### config.mk
export PLATFORM = sky130hd
export DESIGN_NAME = tick_throttle
export DESIGN_NICKNAME = d
export VERILOG_FILES = /design/src/rtl/tick_throttle_pkg.sv /design/src/rtl/tick_pend_counter.sv /design/src/rtl/tick_irq_gate.sv /design/src/rtl/tick_mode_track.sv /design/src/rtl/tick_throttle.sv
export SDC_FILE = /design/constraint.sdc
export NUM_CORES = 1
export LEC_CHECK = 0
export BUFFER_PORTS_ARGS = -buffer_cell sky130_fd_sc_hd__buf_2
export CORE_ASPECT_RATIO = 0.75
export CORE_MARGIN = 4
export CORE_UTILIZATION = 46
export DETAILED_ROUTE_END_ITERATION = 16
export PLACE_DENSITY = 0.7
export SLEW_MARGIN = 25
export SYNTH_ARGS = -nofsm -noshare
export SYNTH_HDL_FRONTEND = slang
export SYNTH_SLANG_ARGS = --single-unit
export TNS_END_PERCENT = 1
### constraint.sdc
create_clock -name clk -period 1.85 [get_ports clk]
set_input_delay 0.0925 -clock clk [delete_from_list [all_inputs] [get_ports clk]]
set_output_delay 0.0925 -clock clk [all_outputs]
set_load 0.1 [all_outputs]
### src/rtl/tick_throttle_pkg.sv
package tick_throttle_pkg;

  typedef enum logic [1:0] {
    RUN_STOP     = 2'd0,
    RUN_ONESHOT  = 2'd1,
    RUN_PERIODIC = 2'd2
  } run_kind_e;

  function automatic run_kind_e classify_mode(input logic [2:0] m);
    run_kind_e k;
    case (m)
      3'd2, 3'd3: k = RUN_PERIODIC;
      3'd1, 3'd4: k = RUN_ONESHOT;
      default:    k = RUN_STOP;
    endcase
    return k;
  endfunction

endpackage

### src/rtl/tick_pend_counter.sv
module tick_pend_counter #(
  parameter int CNT_W = 8
) (
  input  logic             clk,
  input  logic             rst_n,
  input  logic             inc,
  input  logic             dec,
  input  logic             clr,
  output logic [CNT_W-1:0] cnt
);
  localparam logic [CNT_W-1:0] CNT_MAX  = {CNT_W{1'b1}};
  localparam logic [CNT_W-1:0] CNT_ZERO = '0;

  logic [CNT_W-1:0] cnt_q, cnt_d;
  logic             cnt_en;

  always_comb begin
    cnt_d  = cnt_q;
    cnt_en = 1'b0;
    if (clr) begin
      cnt_d  = CNT_ZERO;
      cnt_en = 1'b1;
    end else if (inc && !dec) begin
      if (cnt_q != CNT_MAX) begin
        cnt_d  = cnt_q + 1'b1;
        cnt_en = 1'b1;
      end
    end else if (dec && !inc) begin
      if (cnt_q != CNT_ZERO) begin
        cnt_d  = cnt_q - 1'b1;
        cnt_en = 1'b1;
      end
    end
  end

  always_ff @(posedge clk or negedge rst_n) begin
    if (!rst_n)      cnt_q <= CNT_ZERO;
    else if (cnt_en) cnt_q <= cnt_d;
  end

  assign cnt = cnt_q;

  AST_CNT_SAT: assert property (@(posedge clk) disable iff (!rst_n)
    (cnt_q == CNT_MAX && inc && !dec && !clr) |=> (cnt_q == CNT_MAX));
  AST_CNT_FLOOR: assert property (@(posedge clk) disable iff (!rst_n)
    (cnt_q == CNT_ZERO && dec && !inc && !clr) |=> (cnt_q == CNT_ZERO));
  AST_CNT_NET: assert property (@(posedge clk) disable iff (!rst_n)
    (inc && dec && !clr) |=> $stable(cnt_q));
  AST_CNT_CLR: assert property (@(posedge clk) disable iff (!rst_n)
    clr |=> (cnt_q == CNT_ZERO));
endmodule

### src/rtl/tick_irq_gate.sv
module tick_irq_gate (
  input  logic clk,
  input  logic rst_n,
  input  logic inject,
  input  logic ack,
  input  logic clr,
  input  logic pend_nz,
  output logic irq
);
  logic acked_q, acked_d, acked_en;
  logic irq_q, irq_d;
  logic issue;

  assign issue = inject && pend_nz && acked_q && !clr;

  always_comb begin
    acked_d  = acked_q;
    acked_en = 1'b0;
    if (clr || ack) begin
      acked_d  = 1'b1;
      acked_en = 1'b1;
    end else if (issue) begin
      acked_d  = 1'b0;
      acked_en = 1'b1;
    end
    irq_d = issue;
  end

  always_ff @(posedge clk or negedge rst_n) begin
    if (!rst_n) begin
      acked_q <= 1'b1;
      irq_q   <= 1'b0;
    end else begin
      if (acked_en) acked_q <= acked_d;
      irq_q <= irq_d;
    end
  end

  assign irq = irq_q;

  AST_FLAG_DROP: assert property (@(posedge clk) disable iff (!rst_n)
    (irq_q && !$past(ack)) |-> !acked_q);
  AST_FLAG_REARM: assert property (@(posedge clk) disable iff (!rst_n)
    (ack || clr) |=> acked_q);
endmodule

### src/rtl/tick_mode_track.sv
module tick_mode_track
  import tick_throttle_pkg::*;
(
  input  logic       clk,
  input  logic       rst_n,
  input  logic       reload,
  input  logic [2:0] mode,
  output logic       periodic,
  output logic       oneshot
);
  run_kind_e kind_q, kind_d;

  assign kind_d = classify_mode(mode);

  always_ff @(posedge clk or negedge rst_n) begin
    if (!rst_n)      kind_q <= RUN_STOP;
    else if (reload) kind_q <= kind_d;
  end

  assign periodic = (kind_q == RUN_PERIODIC);
  assign oneshot  = (kind_q == RUN_ONESHOT);

  AST_MODE_HOLD: assert property (@(posedge clk) disable iff (!rst_n)
    !reload |=> $stable(kind_q));
endmodule

### src/rtl/tick_throttle.sv
module tick_throttle #(
  parameter int CNT_W = 8
) (
  input  logic             clk,
  input  logic             rst_n,
  input  logic             expire_i,
  input  logic             ack_i,
  input  logic             inject_req_i,
  input  logic             unmask_i,
  input  logic             reload_i,
  input  logic [2:0]       mode_i,
  output logic             irq_o,
  output logic             pending_o,
  output logic [CNT_W-1:0] pend_count_o,
  output logic             run_periodic_o,
  output logic             run_oneshot_o
);
  logic             clr_evt;
  logic [CNT_W-1:0] cnt;

  assign clr_evt = unmask_i || reload_i;

  tick_pend_counter #(.CNT_W(CNT_W)) u_cnt (
    .clk   (clk),
    .rst_n (rst_n),
    .inc   (expire_i),
    .dec   (ack_i),
    .clr   (clr_evt),
    .cnt   (cnt)
  );

  tick_irq_gate u_gate (
    .clk     (clk),
    .rst_n   (rst_n),
    .inject  (inject_req_i),
    .ack     (ack_i),
    .clr     (clr_evt),
    .pend_nz (pending_o),
    .irq     (irq_o)
  );

  tick_mode_track u_mode (
    .clk      (clk),
    .rst_n    (rst_n),
    .reload   (reload_i),
    .mode     (mode_i),
    .periodic (run_periodic_o),
    .oneshot  (run_oneshot_o)
  );

  assign pend_count_o = cnt;
  assign pending_o    = (cnt != '0);

  AST_IRQ_NEEDS_PEND: assert property (@(posedge clk) disable iff (!rst_n)
    irq_o |-> $past(pending_o && inject_req_i));
  AST_ISSUE_KEEPS_CNT: assert property (@(posedge clk) disable iff (!rst_n)
    (irq_o && !$past(expire_i || ack_i || clr_evt)) |-> $stable(pend_count_o));
  AST_RUN_EXCL: assert property (@(posedge clk) disable iff (!rst_n)
    $onehot0({run_periodic_o, run_oneshot_o}));
endmodule

==> impl_results.md <==
* Cell variety after synth at 36
* Area Growth Syn to Fin at 58.2%
* Placed Area at 0.00117 mm^2
* Yosys top cell area share at 0.317
* DRC viols at 0
* Total grt overflow at 0
* Total vias in the final route at about 910
* Pleak at 0.639 nW
* Min Clock Period, post-route at 1930 ps
* Mapped Avg Cell Area at 9.22 um^2
* Synthesized area at 867 um^2
* Antenna Nets Post-Route at 0
* Clock-pin slew on the worst setup and hold paths at 80 ps
* Row count at 13
* Mapped Cells at 94
* Initial antenna violation count at 0
* CORE AREA at 0.00176 mm^2
* Setup Viol. Count Final at 2
* Largest net degree at the start of global routing at 13
* Clock Path Buffers at 2
* CP cell instances: inv_2 > fa_2 > nor2b_2 > o21a_1 > o21a_1 > o211ai_1 > mux2_4
* CP most frequent cell: o21a_1
* Seq/Total Area, Yosys at 0.348
* RSZ-0062 raised after global routing: yes
* Slew Viols, Final at 0
* CP Class: register to register
* Failing checks: negative setup slack
* Fin cells at between 150 and 200
* Final WS setup at -83.6 ps
* N_diodes at 0
* Detailed Route Iter0 Violations at 23
* Commonest non-fill, non-tap cell in the layout: buf_2
* All-Layer GR Usage at 0.234
* CP endpoint kind: register
* Final Cycle Share at 1.05
* I/O pin count at 22
* Global-route wire length before repair at ~4.5 mm
* TritonCTS Buffers at 3
* Req. time, crit path at 2020 ps
* Startpoint types: register
* Synth Warn # at 0
* Die height at 45.6 um
* Status: finished with violations
* H-Tree Depth at 1
* CP max stage cell: dfrtp_4
* Nets at 158
* Initial Utilization at 0.494
* Final Power at 1.42 mW
* Vias/cell at 5.61
* Final WL at about 2.8 mm
* Die area at between 0.002 and 0.003 mm^2
* Number of synthesized register bits at 12
* DP HPWL at 1.98 mm
* Cells after DPL at 152
* Drt pass-1 iters at 4
* Slowest stage delay, CP at approximately 460 ps
* Max-capacitance violation count at 0
* Commonest cells after routing, fill and taps aside: 21 x buf_2, 20 x buf_4, 8 x nand2_1
* Clock sink count at 12
* Share of cells above drive strength 1 at 0.579
* Power Density at 1040 mW/mm^2
* FMAX at 517 MHz
* Fin. Hold Viols at 0
* Worst hold path class: input pin to register
* CP max FO at 4
* Area leader, netlist: dfrtp_1
* CTS Root Cell: clkbuf_4
* Die Span X at ~58 um
* Port bufs at 21
* Syn nets at approximately 110
* Max IR drop VDD at 0.930 mV
* Worst Tran Pin Value at 485 ps
* Max-slew headroom at 0.677
* DP Worst Slack at -171 ps
* Placer Congestion at just under 0.9
* Clk Latency, worst-skew pair at 280 ps
* Design Area, Final at between 0.001 and 0.0015 mm^2
* CP arrival at 2110 ps
* Synth area leaders: dfrtp_1 32%, ha_1 8.7%, nand2_1 5.2%
* TritonCTS clock tree: built
* Number of global-route vias before repair at 988
* Mean routed wirelength per cell at roughly 17 um
* Final TNS setup at -117 ps
* Clk_skew at 5.14 ps
-- logic make-up (layout without fill, tap and decap cells) --
| logic type | Yosys count | after routing | share of synthesized area |
|---|---|---|---|
| muxes | 2 | 2 | 0.0260 |
| DFF | 12 | 12 | 0.348 |
| and+or+nand+nor | 37 | 37 | 0.208 |
| buffers and inverters | 9 | 55 | 0.0491 |
| adders and majority gates | 7 | 7 | 0.110 |
| AOI/OAI and AO/OA | 24 | 24 | 0.229 |
| xor gates and xnor gates | 3 | 3 | 0.0303 |
-- metal layers --
layer	wire, um	track usage	part of all wire
met5	0	0	0
met4	17	0.0463	0.0061
met3	101	0.0567	0.037
met2	1500	0.457	0.54
met1	1140	0.260	0.41
-- timing repair --
item	CTS	global route
hold buffers	1	0
pin swaps	7	2
endpoints found under the setup margin	2	8
setup buffers	5	0
hold endpoints to repair	12	0
resized for setup	16	7
-- layout make-up --
cell class,count,area [um^2]
inverter,7,26.3
tap,22,27.5
clock buffer,4,36.3
sequential,12,324
timing repair buffer,44,288
fill,135,385
multi-input combinational,73,669
-- synth_stat cells, drive strengths merged --
cell	instances
a2111oi	1
a211o	1
a21o	2
a21oi	1
a311oi	2
a31o	1
and3	2
buf	2
dfrtp	11
dfstp	1
fa	1
ha	6
inv	7
mux2	2
nand2	12
nand2b	2
nand3	3
nand4	2
nor2	6
nor2b	3
nor3	3
nor4	2
o2111ai	1
o211ai	3
o21a	3
o21ai	2
o21bai	2
o22ai	1
o31ai	2
o41ai	2
or2	1
or4	1
xnor2	2
xor2	1
-- path summary, 6_finish.rpt --
path	cells past startpoint	from	endpoint	slack, ps
worst max-delay path	7	u_cnt.cnt[1]	u_cnt.cnt[6]	-80
worst min-delay path	2	mode_i[2]	u_mode.kind_q[1]	30
worst max register to register	7	u_cnt.cnt[1]	u_cnt.cnt[6]	-80
worst min register to register	2	u_gate.acked_q	u_gate.irq	480
max in group asynchronous	2	rst_n	u_gate.acked_q	1350
min in group asynchronous	2	rst_n	u_cnt.cnt[5]	220
-- flip-flops by register name, indices dropped and copies added (netlist names) --
signal	count
u_cnt.cnt	8
u_mode.kind_q	2
u_gate.acked_q	1
u_gate.irq	1
-- per-stage QoR --
step	util	hold WS, ps
2_1_floorplan	-	-203
3_3_place_gp	0.669	-17.8
3_5_place_dp	0.669	-9.98
4_1_cts	0.766	24.1
5_1_grt	0.781	29.7
6_report	0.781	25.1
-- critical path: cells and delay by family, from the launching register on --
family	cells	cell delay (ps)
buffers and inverters	1	50
and+or+nand+nor	1	160
DFF	1	460
AOI/OAI and AO/OA	3	510
adders and majority gates	1	360
muxes	1	290
-- power by group --
part	total, mW	switching (mW)	internal (mW)
combinational	0.842	0.556	0.287
clock	0.218	0.0984	0.120
sequential	0.362	0.0551	0.307
total	1.42	0.709	0.714
Note: power is estimated with default switching activity, not from simulation.
